### config.mk
export PLATFORM = sky130hd
export DESIGN_NAME = flash_cmd_decoder
export DESIGN_NICKNAME = d
export VERILOG_FILES = /design/src/rtl/flash_cmd_pkg.sv /design/src/rtl/flash_cmd_match.sv /design/src/rtl/flash_cmd_fsm.sv /design/src/rtl/flash_cmd_req.sv /design/src/rtl/flash_cmd_decoder.sv
export SDC_FILE = /design/constraint.sdc
export NUM_CORES = 1
export LEC_CHECK = 0
export BUFFER_PORTS_ARGS = -buffer_cell sky130_fd_sc_hd__buf_2
export CORE_ASPECT_RATIO = 1.1
export CORE_UTILIZATION = 51
export DETAILED_ROUTE_END_ITERATION = 8
export PLACE_DENSITY = 0.84
export SYNTH_ARGS = -nofsm -noshare
export SYNTH_HDL_FRONTEND = slang
export SYNTH_SLANG_ARGS = --single-unit
export TNS_END_PERCENT = 10
### constraint.sdc
create_clock -name clk_i -period 4.2 [get_ports clk_i]
set_clock_uncertainty 0.1 [all_clocks]
set_input_delay 0.84 -clock clk_i [delete_from_list [all_inputs] [get_ports clk_i]]
set_output_delay 0.84 -clock clk_i [all_outputs]
set_load 0.02 [all_outputs]
### src/rtl/flash_cmd_pkg.sv
package flash_cmd_pkg;

  localparam int unsigned CODE_W = 8;
  localparam int unsigned OP_W   = 4;

  typedef enum logic [OP_W-1:0] {
    OP_NONE       = 4'd0,
    OP_PROG       = 4'd1,
    OP_SECT_ERASE = 4'd2,
    OP_CHIP_ERASE = 4'd3,
    OP_SECT_LOCK  = 4'd4,
    OP_SUSPEND    = 4'd5,
    OP_RESUME     = 4'd6,
    OP_ID_ENTER   = 4'd7,
    OP_ID_EXIT    = 4'd8,
    OP_PULSE_ON   = 4'd9,
    OP_PREG_PROG  = 4'd10,
    OP_PREG_LOCK  = 4'd11
  } fop_e;

  typedef enum logic [2:0] {
    SQ_IDLE,
    SQ_UNL1,
    SQ_UNL2,
    SQ_PROG,
    SQ_ERA,
    SQ_ERA_UNL1,
    SQ_ERA_UNL2,
    SQ_PREG
  } seq_e;

  typedef struct packed {
    logic              unl1;
    logic              unl2;
    logic              at_base;
    logic              at_preg_lock;
    logic [CODE_W-1:0] code;
  } wr_cls_t;

  localparam logic [CODE_W-1:0] K_UNL1    = 8'hAA;
  localparam logic [CODE_W-1:0] K_UNL2    = 8'h55;
  localparam logic [CODE_W-1:0] K_PROG    = 8'hA0;
  localparam logic [CODE_W-1:0] K_ERA     = 8'h80;
  localparam logic [CODE_W-1:0] K_SECT    = 8'h30;
  localparam logic [CODE_W-1:0] K_CHIP    = 8'h10;
  localparam logic [CODE_W-1:0] K_LOCK    = 8'h60;
  localparam logic [CODE_W-1:0] K_SUSP    = 8'hB0;
  localparam logic [CODE_W-1:0] K_RESUME  = 8'h30;
  localparam logic [CODE_W-1:0] K_ID_ON   = 8'h90;
  localparam logic [CODE_W-1:0] K_ID_OFF  = 8'hF0;
  localparam logic [CODE_W-1:0] K_PREG    = 8'hC0;

endpackage

### src/rtl/flash_cmd_match.sv
module flash_cmd_match
  import flash_cmd_pkg::*;
#(
  parameter int unsigned CMP_A_W     = 12,
  parameter logic [CMP_A_W-1:0] BASE_A   = 12'h555,
  parameter logic [CMP_A_W-1:0] ALT_A    = 12'hAAA,
  parameter logic [CMP_A_W-1:0] PLOCK_A  = 12'h080,
  parameter bit  ALIAS_MSB           = 1'b1
) (
  input  logic [CMP_A_W-1:0] addr_lo_i,
  input  logic [CODE_W-1:0]  code_i,
  output wr_cls_t            cls_o
);

  logic alt_hit;

  generate
    if (ALIAS_MSB) begin : g_alias
      // top compared bit is don't-care for the second unlock address
      assign alt_hit = (addr_lo_i[CMP_A_W-2:0] == ALT_A[CMP_A_W-2:0]);
    end else begin : g_exact
      assign alt_hit = (addr_lo_i == ALT_A);
    end
  endgenerate

  always_comb begin
    cls_o.code         = code_i;
    cls_o.at_base      = (addr_lo_i == BASE_A);
    cls_o.at_preg_lock = (addr_lo_i == PLOCK_A);
    cls_o.unl1         = cls_o.at_base && (code_i == K_UNL1);
    cls_o.unl2         = alt_hit && (code_i == K_UNL2);
  end

endmodule

### src/rtl/flash_cmd_fsm.sv
module flash_cmd_fsm
  import flash_cmd_pkg::*;
(
  input  logic    clk_i,
  input  logic    rst_ni,
  input  logic    stb_i,
  input  wr_cls_t cls_i,
  output logic    fire_o,
  output fop_e    op_o,
  output logic    pulse_mode_o
);

  seq_e seq_q, seq_d;
  logic pulse_q, pulse_d;

  always_comb begin
    seq_d   = seq_q;
    pulse_d = pulse_q;
    fire_o  = 1'b0;
    op_o    = OP_NONE;
    if (stb_i) begin
      if (pulse_q) begin
        fire_o = 1'b1;
        op_o   = OP_PROG;
      end else begin
        seq_d = SQ_IDLE;
        unique case (seq_q)
          SQ_IDLE: begin
            if (cls_i.unl1) seq_d = SQ_UNL1;
            else begin
              unique case (cls_i.code)
                K_SUSP:   begin fire_o = 1'b1; op_o = OP_SUSPEND; end
                K_RESUME: begin fire_o = 1'b1; op_o = OP_RESUME;  end
                K_ID_OFF: begin fire_o = 1'b1; op_o = OP_ID_EXIT; end
                default: ;
              endcase
            end
          end
          SQ_UNL1: if (cls_i.unl2) seq_d = SQ_UNL2;
          SQ_UNL2: begin
            if (cls_i.at_base) begin
              unique case (cls_i.code)
                K_PROG:   seq_d = SQ_PROG;
                K_ERA:    seq_d = SQ_ERA;
                K_PREG:   seq_d = SQ_PREG;
                K_ID_ON:  begin fire_o = 1'b1; op_o = OP_ID_ENTER; end
                K_ID_OFF: begin fire_o = 1'b1; op_o = OP_ID_EXIT;  end
                default: ;
              endcase
            end
          end
          SQ_PROG: begin
            fire_o = 1'b1;
            op_o   = OP_PROG;
          end
          SQ_ERA:      if (cls_i.unl1) seq_d = SQ_ERA_UNL1;
          SQ_ERA_UNL1: if (cls_i.unl2) seq_d = SQ_ERA_UNL2;
          SQ_ERA_UNL2: begin
            unique case (cls_i.code)
              K_SECT: begin fire_o = 1'b1; op_o = OP_SECT_ERASE; end
              K_LOCK: begin fire_o = 1'b1; op_o = OP_SECT_LOCK;  end
              K_CHIP: if (cls_i.at_base) begin
                fire_o = 1'b1; op_o = OP_CHIP_ERASE;
              end
              K_PROG: if (cls_i.at_base) begin
                fire_o  = 1'b1; op_o = OP_PULSE_ON;
                pulse_d = 1'b1;
              end
              default: ;
            endcase
          end
          SQ_PREG: begin
            fire_o = 1'b1;
            op_o   = cls_i.at_preg_lock ? OP_PREG_LOCK : OP_PREG_PROG;
          end
          default: ;
        endcase
      end
    end
  end

  always_ff @(posedge clk_i or negedge rst_ni) begin
    if (!rst_ni) begin
      seq_q   <= SQ_IDLE;
      pulse_q <= 1'b0;
    end else begin
      seq_q   <= seq_d;
      pulse_q <= pulse_d;
    end
  end

  assign pulse_mode_o = pulse_q;

endmodule

### src/rtl/flash_cmd_req.sv
module flash_cmd_req
  import flash_cmd_pkg::*;
#(
  parameter int unsigned ADDR_W = 20,
  parameter int unsigned DATA_W = 16
) (
  input  logic              clk_i,
  input  logic              rst_ni,
  input  logic              fire_i,
  input  fop_e              op_i,
  input  logic [ADDR_W-1:0] addr_i,
  input  logic [DATA_W-1:0] data_i,
  output logic              valid_o,
  output logic [OP_W-1:0]   op_o,
  output logic [ADDR_W-1:0] addr_o,
  output logic [DATA_W-1:0] data_o
);

  always_ff @(posedge clk_i or negedge rst_ni) begin
    if (!rst_ni) begin
      valid_o <= 1'b0;
      op_o    <= '0;
      addr_o  <= '0;
      data_o  <= '0;
    end else if (fire_i) begin
      valid_o <= 1'b1;
      op_o    <= op_i;
      addr_o  <= addr_i;
      data_o  <= data_i;
    end else begin
      valid_o <= 1'b0;
      op_o    <= '0;
      addr_o  <= '0;
      data_o  <= '0;
    end
  end

endmodule

### src/rtl/flash_cmd_decoder.sv
module flash_cmd_decoder
  import flash_cmd_pkg::*;
#(
  parameter int unsigned ADDR_W  = 20,
  parameter int unsigned DATA_W  = 16,
  parameter int unsigned CMP_A_W = 12
) (
  input  logic              clk_i,
  input  logic              rst_ni,
  input  logic              wr_stb_i,
  input  logic [ADDR_W-1:0] addr_i,
  input  logic [DATA_W-1:0] data_i,
  input  logic              busy_i,
  output logic              req_valid_o,
  output logic [OP_W-1:0]   req_op_o,
  output logic [ADDR_W-1:0] req_addr_o,
  output logic [DATA_W-1:0] req_data_o,
  output logic              pulse_mode_o
);

  wr_cls_t cls;
  logic    stb_ok;
  logic    fire;
  fop_e    op;

  assign stb_ok = wr_stb_i && !busy_i;

  flash_cmd_match #(
    .CMP_A_W (CMP_A_W)
  ) i_match (
    .addr_lo_i (addr_i[CMP_A_W-1:0]),
    .code_i    (data_i[CODE_W-1:0]),
    .cls_o     (cls)
  );

  flash_cmd_fsm i_fsm (
    .clk_i        (clk_i),
    .rst_ni       (rst_ni),
    .stb_i        (stb_ok),
    .cls_i        (cls),
    .fire_o       (fire),
    .op_o         (op),
    .pulse_mode_o (pulse_mode_o)
  );

  flash_cmd_req #(
    .ADDR_W (ADDR_W),
    .DATA_W (DATA_W)
  ) i_req (
    .clk_i   (clk_i),
    .rst_ni  (rst_ni),
    .fire_i  (fire),
    .op_i    (op),
    .addr_i  (addr_i),
    .data_i  (data_i),
    .valid_o (req_valid_o),
    .op_o    (req_op_o),
    .addr_o  (req_addr_o),
    .data_o  (req_data_o)
  );

endmodule

# Word-level counts from Yosys, hierarchy flattened
# Cells that the tools add are included.
[op_classes]
n_eq_ne = 21
n_mux = 34
bitwise = 1
reduce_logical = 11
[ops]
columns = ["op", "count"]
rows = [
  ["8-bit equality test, second input constant", 7],
  ["4-bit two-way mux", 6],
  ["20-bit two-way mux", 1],
  ["4-bit one-hot mux with 5 select lines", 1],
  ["8-bit by 7-bit equality test with 1-bit output, second input constant", 2],
  ["16-bit two-way mux", 1],
  ["4-bit one-hot mux with 4 select lines", 1],
  ["3-bit one-hot mux with 5 select lines", 1],
  ["1-bit two-way mux", 13],
  ["12-bit by 11-bit equality test with 1-bit output, second input constant", 1],
  ["12-bit by 8-bit equality test with 1-bit output, second input constant", 1],
  ["3-bit equality test, second input constant", 4],
  ["4-bit one-hot mux with 3 select lines", 1],
  ["11-bit by 10-bit equality test with 1-bit output, second input constant", 1],
  ["3-bit two-way mux", 3],
  ["3-bit one-hot mux with 3 select lines", 1],
  ["8-bit by 5-bit equality test with 1-bit output, second input constant", 1],
  ["8-bit by 6-bit equality test with 1-bit output, second input constant", 1],
  ["4-bit one-hot mux with 2 select lines", 1],
  ["2-bit OR reduction", 4],
  ["3-bit by 2-bit equality test with 1-bit output, second input constant", 2],
  ["2-bit two-way mux", 2],
  ["1-bit one-hot mux with 4 select lines", 1],
  ["3-bit by 1-bit equality test with 1-bit output, second input constant", 1],
  ["7 further kinds", 9],
]
[word_totals]
ff_bits = 45
input_bits = 40
output_inout_bits = 42
word_cells = 73

# Longest topological paths before layout
[depth]
depth_word = 8
mapped_depth = 7
depth_no_buf = 5

# By module
# A second synthesis with hierarchy kept.
[unflattened]
hier_cells = 181
area_unflattened_um2 = 2077.0
[by_module_without_submodules]
columns = ["module", "instances", "cells_each", "area_per_inst_um2", "seq_area_each_um2"]
rows = [
  ["flash_cmd_req", 1, 85, 1332.5, 1026.0],
  ["flash_cmd_fsm", 1, 71, 545.5, 100.1],
  ["flash_cmd_match", 1, 24, 185.2, 0.0],
  ["flash_cmd_decoder", 1, 1, 13.8, 0.0],
]

# Worst setup path before layout
# No wires, ideal clock.
[synth_timing]
path_kind = "in2reg"
startpoint = "input addr_i[3]"
endpoint = "register i_req.data_o[4]"
arrival_ps = 2558
required_time_ps = 4033
slack_ps = 1475
stages = 6
path_buffers = 1
path_cell_list = "or4_4 > nor4_4 > a41oi_2 > a31oi_4 > buf_6 > and2_1"
[synth_between]
elab_chain_len = 7
elab_cells_between_ends = 10
classes_between = "eq/ne (1); mux (8); reduce/logical (1)"
[synth_rtl]
columns = ["item", "line", "source"]
rows = [
  ["from (decl)", "flash_cmd_decoder.sv:11", "input logic [ADDR_W-1:0] addr_i,"],
  ["12-bit by 11-bit equality test with 1-bit output *", "flash_cmd_match.sv:28", "cls_o.at_base = (addr_lo_i == BASE_A);"],
  ["1-bit two-way mux or 1-bit logical AND (tied branches)", "flash_cmd_fsm.sv:62, flash_cmd_fsm.sv:65, flash_cmd_match.sv:30", ""],
  ["1-bit one-hot mux with 2 select lines or 1-bit two-way mux (tied branches)", "flash_cmd_fsm.sv:59, flash_cmd_fsm.sv:29", ""],
  ["1-bit one-hot mux with 4 select lines *", "flash_cmd_fsm.sv:27", "unique case (seq_q)"],
  ["1-bit two-way mux *", "flash_cmd_fsm.sv:22", "if (pulse_q) begin"],
  ["1-bit two-way mux *", "flash_cmd_fsm.sv:21", "if (stb_i) begin"],
  ["via fire", "flash_cmd_decoder.sv:23", "logic fire;"],
  ["16-bit two-way mux *", "flash_cmd_req.sv:25", "end else if (fire_i) begin"],
  ["to (signal assigned)", "flash_cmd_req.sv:29", "data_o <= data_i;"],
  ["to (decl)", "flash_cmd_req.sv:16", "output logic [DATA_W-1:0] data_o"],
]
# The timed path passes the listed nets; every way through them passes the cells marked *.
# A chain may end at the register's enable or synchronous reset.

# Final worst setup path
[layout_timing]
startpoint = "input addr_i[3]"
endpoint = "register i_req.addr_o[6]"
[layout_between]
elab_chain_len = 7
elab_cells_between_ends = 10
classes_between = "eq/ne (1); mux (8); reduce/logical (1)"
[layout_rtl]
columns = ["item", "line", "source"]
rows = [
  ["12-bit by 11-bit equality test with 1-bit output *", "flash_cmd_match.sv:28", ""],
  ["1-bit two-way mux or 1-bit logical AND (tied branches)", "flash_cmd_fsm.sv:62, flash_cmd_fsm.sv:65, flash_cmd_match.sv:30", ""],
  ["1-bit one-hot mux with 2 select lines or 1-bit two-way mux (tied branches)", "flash_cmd_fsm.sv:59, flash_cmd_fsm.sv:29", ""],
  ["1-bit one-hot mux with 4 select lines *", "flash_cmd_fsm.sv:27", ""],
  ["1-bit two-way mux *", "flash_cmd_fsm.sv:22", ""],
  ["1-bit two-way mux *", "flash_cmd_fsm.sv:21", ""],
  ["20-bit two-way mux *", "flash_cmd_req.sv:25", ""],
  ["to (signal assigned)", "flash_cmd_req.sv:28", "addr_o <= addr_i;"],
  ["to (decl)", "flash_cmd_req.sv:15", "output logic [ADDR_W-1:0] addr_o,"],
]
# Mark *: on every way between the ends. The rest lies on a longest branch, timed or not.

==> out/summary.txt <==
Outcome = finished, final reports clean
Number of cells produced by synthesis = 174
Post-DP Area = 2399 µm²
Pwr dens = 316.0 nW/µm²
Worst endpoint data arrival time = 3060 ps
Fraction of layout cells with a size suffix above 1 = 37.30%
Number of setup violations in the final report = 0
Max Cap Violations = 0
Number of buffers inserted by hold repair at cts = 0
Vias in the first global route = 1369
Post-cts resize count = 0
Compound-Gate Fraction of Synth Area = 10.43%
Crit path largest cell delay = 660 ps
Layout Cell Area excl Fill = 2502 µm²
Critical hold path startpoint = i_fsm.pulse_mode_o
Placer congestion estimate = 1.014
Portion of the clock cycle consumed by the worst path in the final layout = 69.91%
Startpoint type of the worst setup path = input port
Fraction of synthesized area in multiplexers = 0%
# port buffers = 81
Synth Area in Simple Gates = 28.72%
Worst hold path class = flop to flop
Unique masters post-synth = 42
Internal power = 0.0006271 W
Detailed-routing wirelength on met1 = 1740 µm
Final Hold Viols = 0
Leakage = 1.316 nW
Effective utilization at floorplan = 54.04%
Clock buffer count from CTS = 5
Area growth syn-to-layout = 25.71%
Post-synth top flop = dfrtp_1
Maximum count of clock buffers along a single path = 2
Setup repair after global routing missed its margin = false
Register bit total from synthesis = 45
Slowest cell on the critical path = a31oi_4
Core box area = 3684 µm²
Sequential fraction of the synthesis area = 56.57%
Reg2Reg Depth = 5
Number of nets still failing antenna checks after routing = 0
Power share of the clock group = 38.2%
Async S/R FF share, synth = 100.0%
Worst endpoint required time = 4320 ps
Number of sinks on the clock net = 45
Final-layout setup total negative slack = 0 ps
Horizontal die dimension = 61.57 µm
Endpoint of the worst hold-timing path = i_fsm.pulse_mode_o
Length of routed met2 wiring = 2099 µm
Category of cells accounting for the largest share of critical-path delay = simple AND/OR/NAND/NOR gates
Power share of the combinational group = 7.0%
Worst rel slew slack = 37.60%
Mean post-synth cell area = 11.44 µm²
Number of synthesized flops with an enable pin = 0
DIE AREA = 4158 µm²
Worst R2R End = i_req.addr_o[6]
Post-DP HPWL = 3074 µm
Global-route wire length before repair = 6513 µm
Initial antenna violation count = 0
Library cell used as clock root buffer = clkbuf_8
Maximum fanout along the worst path = 37
Power share of the sequential group = 54.8%
Share of the synthesized netlist area taken by xor and xnor gates = 0.8799%
Die extent in y = 67.53 µm
Number of nets produced by synthesis = 214
CTS tree = built
Tightest Pin Transition = 936.0 ps
Worst Path Class, Setup = input port to flop
Number of placed I/O pins = 82
Switching power summed over all nets = 0.0001638 W
Number of buffers inserted by post-CTS setup repair = 0
Post-synth design cell area = 1991 µm²
Highest clock frequency the design can meet = 0.3406 GHz
Number of buffers and inverters on the critical path = 1
DRC violations left = 0
Series of cell instances along the critical path = buf_2, or4_4, nor4_4, a41oi_2, a31oi_4, and2_1
Post-layout minimum cycle time = 2936 ps
Routed wire length per instance = 13.91 µm
Worst-path clk slew = 80 ps
Detail Route met3 WL = 312 µm
Count of yosys warnings during synthesis = 0
Post-synthesis adder-cell area fraction = 0%
Gr ovfl total = 0
Diode insertion count for antenna repair = 0
Largest net degree at the start of global routing = 46
Beginning of the worst register-to-register path = i_fsm.seq_q[0]
Detailed-route wire length = 4201 µm
Latest clock arrival within the worst-skew pair = 290 ps
Type of element capturing the critical path = flop
Minimum setup slack among reg-to-reg paths = 1920 ps
Tot GR Track Use = 21.35%
Slew Viols, Final = 0
Highest metal layer with signal wires = met4
Std-Cell Rows = 23
DR iter-0 viols = 64
Net count reported at finish = 292
Vias = 1628
Count of TritonRoute iterations in the first routing pass = 4
Main combinational cell family by area after synthesis = simple AND/OR/NAND/NOR gates
IR Drop Worst-Case VDD = 0.1468 mV
Switching share of power = 20.71%
Vias/cell = 5.391
Hold depth = 1
Level count of the clock H-tree = 2
==> worst max path at each step <==
stage	startpoint	end	slack, ps	depth (start not counted)
after floorplan	addr_i[3]	i_req.data_o[4]	1480	6
after global placement	addr_i[3]	i_req.data_o[0]	990	6
after detailed placement	addr_i[3]	i_req.data_o[5]	950	6
after CTS	addr_i[3]	i_req.addr_o[5]	1240	6
after global routing	addr_i[3]	i_req.addr_o[8]	1080	6
final	addr_i[3]	i_req.addr_o[6]	1260	6
==> registers in the layout (all words and copies together) (netlist names) <==
signal,cells
i_fsm.pulse_mode_o,1
i_fsm.seq_q,3
i_req.addr_o,20
i_req.data_o,16
i_req.op_o,4
i_req.valid_o,1
==> placed cells by master (no fill, tap or decap), types with 3 or more instances in the layout <==
cell / instances
nand3b_1: 3
nand3_1: 5
o31ai_1: 3
o21ai_0: 4
nor2_1: 7
and2_1: 39
nand4_1: 3
clkbuf_8: 5
buf_2: 81
a21oi_1: 3
nand2b_1: 6
nor4_1: 3
dfrtp_1: 45
nand2_1: 5
==> Yosys cell counts, types with 2 or more instances <==
cell type | instances | area [µm²]
o21ai_0 | 4 | 20.02
a21oi_1 | 3 | 15.01
dfrtp_1 | 45 | 1126
nor4b_1 | 2 | 17.52
nand2b_1 | 6 | 37.54
nor2_1 | 7 | 26.28
buf_6 | 3 | 33.78
a41oi_1 | 2 | 17.52
nand4_1 | 3 | 18.77
and2_1 | 39 | 244.0
nor4_1 | 3 | 18.77
o32ai_1 | 2 | 17.52
nand3b_1 | 3 | 22.52
o41ai_1 | 2 | 17.52
nor3_1 | 2 | 10.01
o22ai_1 | 2 | 12.51
nand2_1 | 5 | 18.77
or4_1 | 2 | 15.01
nand3_1 | 5 | 25.02
inv_1 | 2 | 7.510
a31oi_1 | 2 | 12.51
clkbuf_1 | 7 | 26.28
nand4b_1 | 2 | 17.52
o31ai_1 | 3 | 22.52
==> area by class of cell <==
class | count | area [µm²]
inverters | 2 | 7.507
clock inverters | 2 | 35.03
multi-input cells | 117 | 797.0
repair buffers | 81 | 405.4
flip-flops and latches | 45 | 1126
fillers | 284 | 1181
clock buffers | 5 | 68.82
well taps | 50 | 62.56
==> through the flow <==
step | hold slack [ps] | utilization (%) | cells | total power, W | setup WS [ps]
CTS | 542.4 | 67.93 | 302 | 0.0007990 | 1242
finish | 560.0 | 67.93 | 302 | 0.0007909 | 1264
floorplan | 444.4 | - | 174 | 0.0004624 | 1475
global route | 570.7 | 67.93 | 302 | 0.0008211 | 1077
global placement | 520.9 | 65.12 | 295 | 0.0004969 | 986.2
detailed placement | 506.6 | 65.12 | 295 | 0.0004970 | 949.8
==> cell families (layout without fill, tap and decap cells) <==
family | after synthesis | in the layout
flops | 45 | 45
xor+xnor | 2 | 2
compound gates | 26 | 26
simple gates | 89 | 89
buf+inv | 12 | 90
==> routing by layer <==
layer / vias up / track usage [%]
li1: 769 / -
met1: 772 / 29.08
met2: 80 / 32.93
met3: 7 / 4.598
met4: 0 / 8.333
met5: - / 0
==> power by group through the flow <==
stage                     Combinational (W)  Clock, W  Sequential (W)
after floorplan                   0.0000194         0        0.000443
after global placement            0.0000547         0        0.000442
after detailed placement          0.0000548         0        0.000442
after CTS                         0.0000552  0.000310        0.000433
after global routing              0.0000612  0.000326        0.000434
final                             0.0000550  0.000302        0.000434
Note: power is estimated with default switching activity, not from simulation.
